[config.mk]
export PLATFORM = sky130hd
export DESIGN_NAME = fault_blank_unit
export DESIGN_NICKNAME = d
export VERILOG_FILES = /design/src/rtl/fb_pkg.sv /design/src/rtl/fb_edge_det.sv /design/src/rtl/fb_blank_timer.sv /design/src/rtl/fault_blank_unit.sv
export SDC_FILE = /design/constraint.sdc
export NUM_CORES = 1
export LEC_CHECK = 0
export BUFFER_PORTS_ARGS = -buffer_cell sky130_fd_sc_hd__buf_4
export CELL_PAD_IN_SITES_DETAIL_PLACEMENT = 1
export CELL_PAD_IN_SITES_GLOBAL_PLACEMENT = 1
export CORE_ASPECT_RATIO = 1.25
export CORE_MARGIN = 5
export CORE_UTILIZATION = 38
export DETAILED_ROUTE_END_ITERATION = 16
export GPL_TIMING_DRIVEN = 0
export HOLD_SLACK_MARGIN = 0.02
export PLACE_DENSITY = 0.86
export SETUP_SLACK_MARGIN = 0.05
export SYNTH_ARGS = -nofsm -noshare
export SYNTH_HDL_FRONTEND = slang
export SYNTH_HIERARCHICAL = 1
export SYNTH_SLANG_ARGS = --single-unit
[constraint.sdc]
create_clock -name clk_i -period 1.68 [get_ports clk_i]
set_input_delay 0.252 -clock clk_i [delete_from_list [all_inputs] [get_ports clk_i]]
set_output_delay 0.252 -clock clk_i [all_outputs]
set_load 0.01 [all_outputs]
[src/rtl/fb_pkg.sv]
package fb_pkg;
  typedef enum logic [1:0] {
    EDGE_OFF  = 2'd0,
    EDGE_RISE = 2'd1,
    EDGE_FALL = 2'd2,
    EDGE_BOTH = 2'd3
  } edge_sel_e;
endpackage

[src/rtl/fb_edge_det.sv]
module fb_edge_det
  import fb_pkg::*;
(
  input  logic      clk_i,
  input  logic      rst_ni,
  input  logic      wave_i,
  input  edge_sel_e sel_i,
  output logic      start_o
);
  logic wave_q;
  logic rise, fall;

  always_ff @(posedge clk_i or negedge rst_ni) begin
    if (!rst_ni) wave_q <= 1'b0;
    else         wave_q <= wave_i;
  end

  assign rise = wave_i & ~wave_q;
  assign fall = ~wave_i & wave_q;

  always_comb begin
    unique case (sel_i)
      EDGE_RISE: start_o = rise;
      EDGE_FALL: start_o = fall;
      EDGE_BOTH: start_o = rise | fall;
      default:   start_o = 1'b0;
    endcase
  end

  AST_OFF_NO_START: assert property (@(posedge clk_i) disable iff (!rst_ni)
    (sel_i == EDGE_OFF) |-> !start_o);
  AST_STEADY_NO_START: assert property (@(posedge clk_i) disable iff (!rst_ni)
    (wave_i == wave_q) |-> !start_o);
endmodule

[src/rtl/fb_blank_timer.sv]
module fb_blank_timer #(
  parameter int LEN_W     = 8,
  parameter int PRESC_DIV = 64
) (
  input  logic             clk_i,
  input  logic             rst_ni,
  input  logic             start_i,
  input  logic [LEN_W-1:0] len_i,
  input  logic             presc_en_i,
  output logic             active_o
);
  localparam int PW = (PRESC_DIV > 1) ? $clog2(PRESC_DIV) : 1;
  localparam logic [PW-1:0] PRESC_LAST = PW'(PRESC_DIV - 1);

  logic [LEN_W-1:0] cnt_q;
  logic [PW-1:0]    presc_q;
  logic             tick;

  assign tick = !presc_en_i || (presc_q == PRESC_LAST);

  always_ff @(posedge clk_i or negedge rst_ni) begin
    if (!rst_ni) begin
      cnt_q   <= '0;
      presc_q <= '0;
    end else if (start_i) begin
      cnt_q   <= len_i;
      presc_q <= '0;
    end else if (cnt_q != '0) begin
      if (tick) begin
        cnt_q   <= cnt_q - 1'b1;
        presc_q <= '0;
      end else begin
        presc_q <= presc_q + 1'b1;
      end
    end
  end

  assign active_o = (cnt_q != '0);

  AST_DIRECT_DEC: assert property (@(posedge clk_i) disable iff (!rst_ni)
    (active_o && !start_i && !presc_en_i) |=> (cnt_q == $past(cnt_q) - 1'b1));
  AST_PRESC_HOLD: assert property (@(posedge clk_i) disable iff (!rst_ni)
    (active_o && !start_i && presc_en_i && presc_q != PRESC_LAST) |=> $stable(cnt_q));
  AST_ZERO_LEN: assert property (@(posedge clk_i) disable iff (!rst_ni)
    (start_i && len_i == '0) |=> !active_o);
  AST_RELOAD: assert property (@(posedge clk_i) disable iff (!rst_ni)
    (start_i && len_i != '0) |=> active_o);
  AST_IDLE_STAYS: assert property (@(posedge clk_i) disable iff (!rst_ni)
    (!active_o && !start_i) |=> !active_o);
endmodule

[src/rtl/fault_blank_unit.sv]
module fault_blank_unit
  import fb_pkg::*;
#(
  parameter int NUM_CH    = 2,
  parameter int LEN_W     = 8,
  parameter int PRESC_DIV = 64
) (
  input  logic                    clk_i,
  input  logic                    rst_ni,
  input  logic [NUM_CH-1:0]       wave_i,
  input  logic [NUM_CH-1:0]       fault_i,
  input  logic [2*NUM_CH-1:0]     edge_sel_i,
  input  logic [LEN_W*NUM_CH-1:0] blank_len_i,
  input  logic [NUM_CH-1:0]       presc_en_i,
  output logic [NUM_CH-1:0]       fault_o,
  output logic [NUM_CH-1:0]       blank_o
);
  for (genvar c = 0; c < NUM_CH; c++) begin : g_ch
    logic start;

    fb_edge_det u_edge (
      .clk_i  (clk_i),
      .rst_ni (rst_ni),
      .wave_i (wave_i[c]),
      .sel_i  (edge_sel_e'(edge_sel_i[2*c +: 2])),
      .start_o(start)
    );

    fb_blank_timer #(.LEN_W(LEN_W), .PRESC_DIV(PRESC_DIV)) u_tmr (
      .clk_i     (clk_i),
      .rst_ni    (rst_ni),
      .start_i   (start),
      .len_i     (blank_len_i[LEN_W*c +: LEN_W]),
      .presc_en_i(presc_en_i[c]),
      .active_o  (blank_o[c])
    );

    assign fault_o[c] = fault_i[c] & ~blank_o[c];

    AST_MASKED: assert property (@(posedge clk_i) disable iff (!rst_ni)
      blank_o[c] |-> !fault_o[c]);
    AST_PASS: assert property (@(posedge clk_i) disable iff (!rst_ni)
      (!blank_o[c] && fault_i[c]) |-> fault_o[c]);
  end
endmodule

==> insert_results.sql <==
INSERT INTO impl_metrics (metric_group, metric, value, unit) VALUES
('timing', 'finalSetupTns', '-11970', 'ps'),
('layout', 'final_layout_size_suffix_gt1_share', '50.7', '%'),
('logic_synthesis', 'syn-instance-count', '204', ''),
('timing', 'worst_rel_slew_slack', '67.5', '%'),
('timing', 'achievable-frequency', '0.436', 'GHz'),
('place', 'place_congestion', '0.824', ''),
('timing', 'grt_setup_unrepaired', 'true', ''),
('power_and_ir_drop', 'p_leak', '1.14', 'nW'),
('timing', 'tightestPinTransition', '481', 'ps'),
('detailed_routing', 'drt_iter0_drc', '71', ''),
('worst_setup_path', 'worst_ep_required_time', '1430', 'ps'),
('clock_tree', 'clock_edge_transition_at_the_registers_on_the_reported_setup_and_hold_paths', '60', 'ps'),
('detailed_routing', 'postRouteWirelength', '6.89', 'mm'),
('power_and_ir_drop', 'powerDensity', '964', 'nW/um^2'),
('logic_synthesis', 'number_of_storage_elements_in_the_synthesis_netlist', '30', ''),
('layout', 'design.final.nets', '309', ''),
('logic_synthesis', 'post_synthesis_instance_area', '1900', 'um^2'),
('place', 'place_worst_setup_slack', '-463', 'ps'),
('timing', 'finalCritPeriodShare', '136', '%'),
('floorplanning', 'initial_utilization', '39.6', '%'),
('timing', 'post-route-worst-setup-slack', '-613', 'ps'),
('global_route', 'grt.overflow.total', '0', ''),
('logic_synthesis', 'synth.lib_cells_used.distinct', '38', ''),
('detailed_routing', 'drt-vias-per-instance', '5.90', ''),
('run_status', 'violations', 'negative setup slack', ''),
('job', 'cap_violations', '0', ''),
('detailed_routing', 'via_count', '1960', ''),
('worst_setup_path', 'cp-start-kind', 'register', ''),
('power_and_ir_drop', 'totalPowerFinal', '0.00276', 'W'),
('worst_setup_path', 'cp-startpoint', 'g_ch[1].u_tmr/cnt_q[1]', ''),
('detailed_routing', 'drc', '0', ''),
('timing', 'setup_violations', '30', ''),
('global_route', 'grt_pass1_wl', '10.2', 'mm'),
('logic_synthesis', 'synth_top_cell_area_share', '39.5', '%'),
('global_route', 'antenna_found_initial', '0', ''),
('run_status', 'status', 'complete, but fails checks', ''),
('timing', 'hold_ws', '81.5', 'ps'),
('logic_synthesis', 'post_synth.cell_area_avg', '9.31', 'um^2'),
('detailed_routing', 'drt-pass1-iter-count', '4', ''),
('clock_tree', 'cts_buf_count', '5', ''),
('min_path', 'hp-class', 'primary input to register', ''),
('floorplanning', 'die_y', '89.0', 'um'),
('worst_setup_path', 'timing.critical_path.fanout_max', '4', ''),
('layout', 'synthToLayoutAreaGrowth', '50.7', '%'),
('worst_setup_path', 'rr_startpoint', 'g_ch[1].u_tmr/cnt_q[1]', ''),
('place', 'port-buffer-count', '31', ''),
('logic_synthesis', 'synthTopCellsByArea', 'sky130_fd_sc_hd__dfrtp_1 40%, sky130_fd_sc_hd__ha_1 6.6%, sky130_fd_sc_hd__nand2_1 3.6%, sky130_fd_sc_hd__or3_1 3.3%, sky130_fd_sc_hd__or4_1 3.2%', ''),
('clock_tree', 'clock_sinks', '30', ''),
('timing', 'timing.final.max_slew_violations', '0', ''),
('floorplanning', 'core', '4800', 'um^2'),
('min_path', 'hold_path.startpoint', 'wave_i[1]', ''),
('worst_setup_path', 'end_kind', 'output port', ''),
('timing', 'min_period', '2290', 'ps'),
('floorplanning', 'row_count', '28', ''),
('global_route', 'grtUsageTotal', '20.3', '%'),
('clock_tree', 'insertion_delay', '300', 'ps'),
('floorplanning', 'die_width', '73.2', 'um'),
('worst_setup_path', 'worst-endpoint-arrival', '2040', 'ps'),
('clock_tree', 'cts_htree_levels', '2', ''),
('logic_synthesis', 'yosys_warnings', '6', ''),
('power_and_ir_drop', 'ir_worst_vdd', '0.522', 'mV'),
('floorplanning', 'die_area', '6520', 'um^2'),
('logic_synthesis', 'cell_taking_the_most_area_after_synthesis', 'sky130_fd_sc_hd__dfrtp_1', ''),
('global_route', 'first_global_vias', '2127', ''),
('place', 'place_hpwl', '3.62', 'mm'),
('layout', 'post-route-cell-area', '2860', 'um^2'),
('global_route', 'grt_start_max_net_pins', '31', ''),
('floorplanning', 'boundaryPins', '32', ''),
('logic_synthesis', 'synthesis.nets', '242', ''),
('clock_tree', 'tritoncts_clock_tree', 'done', ''),
('detailed_routing', 'wl_per_cell', '20.7', 'um'),
('clock_tree', 'clock-root-buffer', 'sky130_fd_sc_hd__clkbuf_8', ''),
('timing', 'final_hold_viol_count', '0', ''),
('logic_synthesis', 'proportion_of_synthesized_chip_area_in_sequential_cells', '39.5', '%'),
('layout', 'insertedDiodeCount', '0', ''),
('worst_setup_path', 'timing_worst_setup_path_type', 'register to output port', ''),
('clock_tree', 'cts.path.max_buffers', '2', ''),
('detailed_routing', 'drt.antenna.violating_nets', '0', ''),
('place', 'dpl-instance-area', '2220', 'um^2'),
('timing', 'worst_clock_skew', '7.00', 'ps');
-- worst max-delay path: stages, from the launching register on --
cell and delay, ps:
sky130_fd_sc_hd__dfrtp_1 410, sky130_fd_sc_hd__inv_2 100, sky130_fd_sc_hd__ha_4 130, sky130_fd_sc_hd__or4b_4 490
sky130_fd_sc_hd__nor2_4 130, sky130_fd_sc_hd__buf_6 120, sky130_fd_sc_hd__clkinvlp_4 130, sky130_fd_sc_hd__nor2b_4 130
sky130_fd_sc_hd__buf_6 100
-- power breakdown --
| part | total, W | internal, W | switching, W |
|---|---|---|---|
| logic | 0.00110 | 0.000522 | 0.000577 |
| clock network | 0.000630 | 0.000330 | 0.000299 |
| registers | 0.00103 | 0.000865 | 0.000166 |
-- timing repair --
item,in CTS,in global routing
setup buffers,22,9
pin swaps,11,21
setup endpoints to repair,32,32
hold buffers,1,0
endpoints found under the hold margin,30,0
cloned,0,0
gates resized for setup,50,38
-- metal layers --
| layer | GRT usage [%] | wire (um) | up-vias | part of all wire (%) |
|---|---|---|---|---|
| met5 | 0 | 0 | - | 0 |
| met4 | 10.2 | 233 | 0 | 3.4 |
| met3 | 4.39 | 301 | 22 | 4.4 |
| met2 | 38.3 | 3900 | 58 | 57 |
| met1 | 20.6 | 2450 | 983 | 36 |
| li1 | - | - | 897 | - |
-- worst paths after layout --
path | endpoint | slack [ps] | depth (start not counted)
setup / recovery | fault_o[1] | -610 | 8
hold / removal | g_ch[1].u_edge/wave_q | 80 | 1
setup reg to reg | g_ch[1].u_tmr/presc_q[2] | -580 | 10
hold reg to reg | g_ch[0].u_tmr/presc_q[5] | 590 | 2
max in group asynchronous | g_ch[1].u_tmr/cnt_q[0] | 910 | 2
min in group asynchronous | g_ch[0].u_tmr/presc_q[3] | 440 | 2
-- cell usage after synthesis --
cell type                    n
sky130_fd_sc_hd__nor2_2      2
sky130_fd_sc_hd__a31oi_1     6
sky130_fd_sc_hd__clkbuf_1    4
sky130_fd_sc_hd__nor3_1      6
sky130_fd_sc_hd__o211ai_1    4
sky130_fd_sc_hd__nor4_1      2
sky130_fd_sc_hd__o31ai_1     4
sky130_fd_sc_hd__nor2_1     10
sky130_fd_sc_hd__clkinv_1    2
sky130_fd_sc_hd__o311ai_2    2
sky130_fd_sc_hd__or2_2       2
sky130_fd_sc_hd__o311ai_0    2
sky130_fd_sc_hd__o22a_1      2
sky130_fd_sc_hd__or3_1      10
sky130_fd_sc_hd__dfrtp_1    30
sky130_fd_sc_hd__o21ai_0    10
sky130_fd_sc_hd__a21oi_1     4
sky130_fd_sc_hd__nand2_1    18
sky130_fd_sc_hd__nand3_1    10
sky130_fd_sc_hd__o41ai_1     2
sky130_fd_sc_hd__inv_1      12
sky130_fd_sc_hd__a31o_2      2
sky130_fd_sc_hd__o21a_1      2
sky130_fd_sc_hd__buf_4       2
sky130_fd_sc_hd__or4b_4      2
sky130_fd_sc_hd__or4_1       8
sky130_fd_sc_hd__a211oi_1    2
sky130_fd_sc_hd__ha_1       10
sky130_fd_sc_hd__o21ai_1     4
sky130_fd_sc_hd__o311ai_1    4
sky130_fd_sc_hd__buf_6       2
sky130_fd_sc_hd__o2111ai_1   4
sky130_fd_sc_hd__buf_2       2
sky130_fd_sc_hd__nor4_2      2
sky130_fd_sc_hd__a21boi_0    2
sky130_fd_sc_hd__nor2b_1     4
sky130_fd_sc_hd__nor2b_4     2
sky130_fd_sc_hd__xor2_1      6
-- cell usage in the layout (no fill, tap or decap), types with 8 or more instances in the layout --
master | Yosys | final
sky130_fd_sc_hd__buf_4 | 2 | 48
sky130_fd_sc_hd__buf_6 | 2 | 15
sky130_fd_sc_hd__dfrtp_1 | 30 | 26
sky130_fd_sc_hd__nand2_1 | 18 | 18
sky130_fd_sc_hd__nor2_1 | 10 | 8
sky130_fd_sc_hd__or3_1 | 10 | 9
-- layout make-up --
cell class / instances / area [um^2]
multi-input cells: 150 / 1290
flip-flops and latches: 30 / 756
clock buffers: 7 / 86.3
fillers: 532 / 1940
inverters: 14 / 67.6
repair buffers: 60 / 509
well taps: 60 / 75.1
plain buffers: 10 / 72.6
clock inverters: 1 / 5.00
-- metrics by stage --
stage	util (%)	std cells
after floorplan	-	204
after global placement	46.4	295
after detailed placement	46.4	295
after CTS	55.5	326
after global routing	59.6	332
final	59.6	332
-- cell families after synthesis --
| family | synth area share (%) |
|---|---|
| DFF | 39.5 |
| AOI/OAI and AO/OA | 21.3 |
| xor gates and xnor gates | 2.77 |
| and+or+nand+nor | 23.7 |
| adders and majority gates | 6.59 |
| buffers and inverters | 6.06 |
-- flip-flops by register name, indices dropped and copies added (netlist names) --
register            cells
g_ch.u_tmr/presc_q     12
g_ch.u_tmr/cnt_q       16
g_ch.u_edge/wave_q      2
Power figures use the tool's default switching activity.
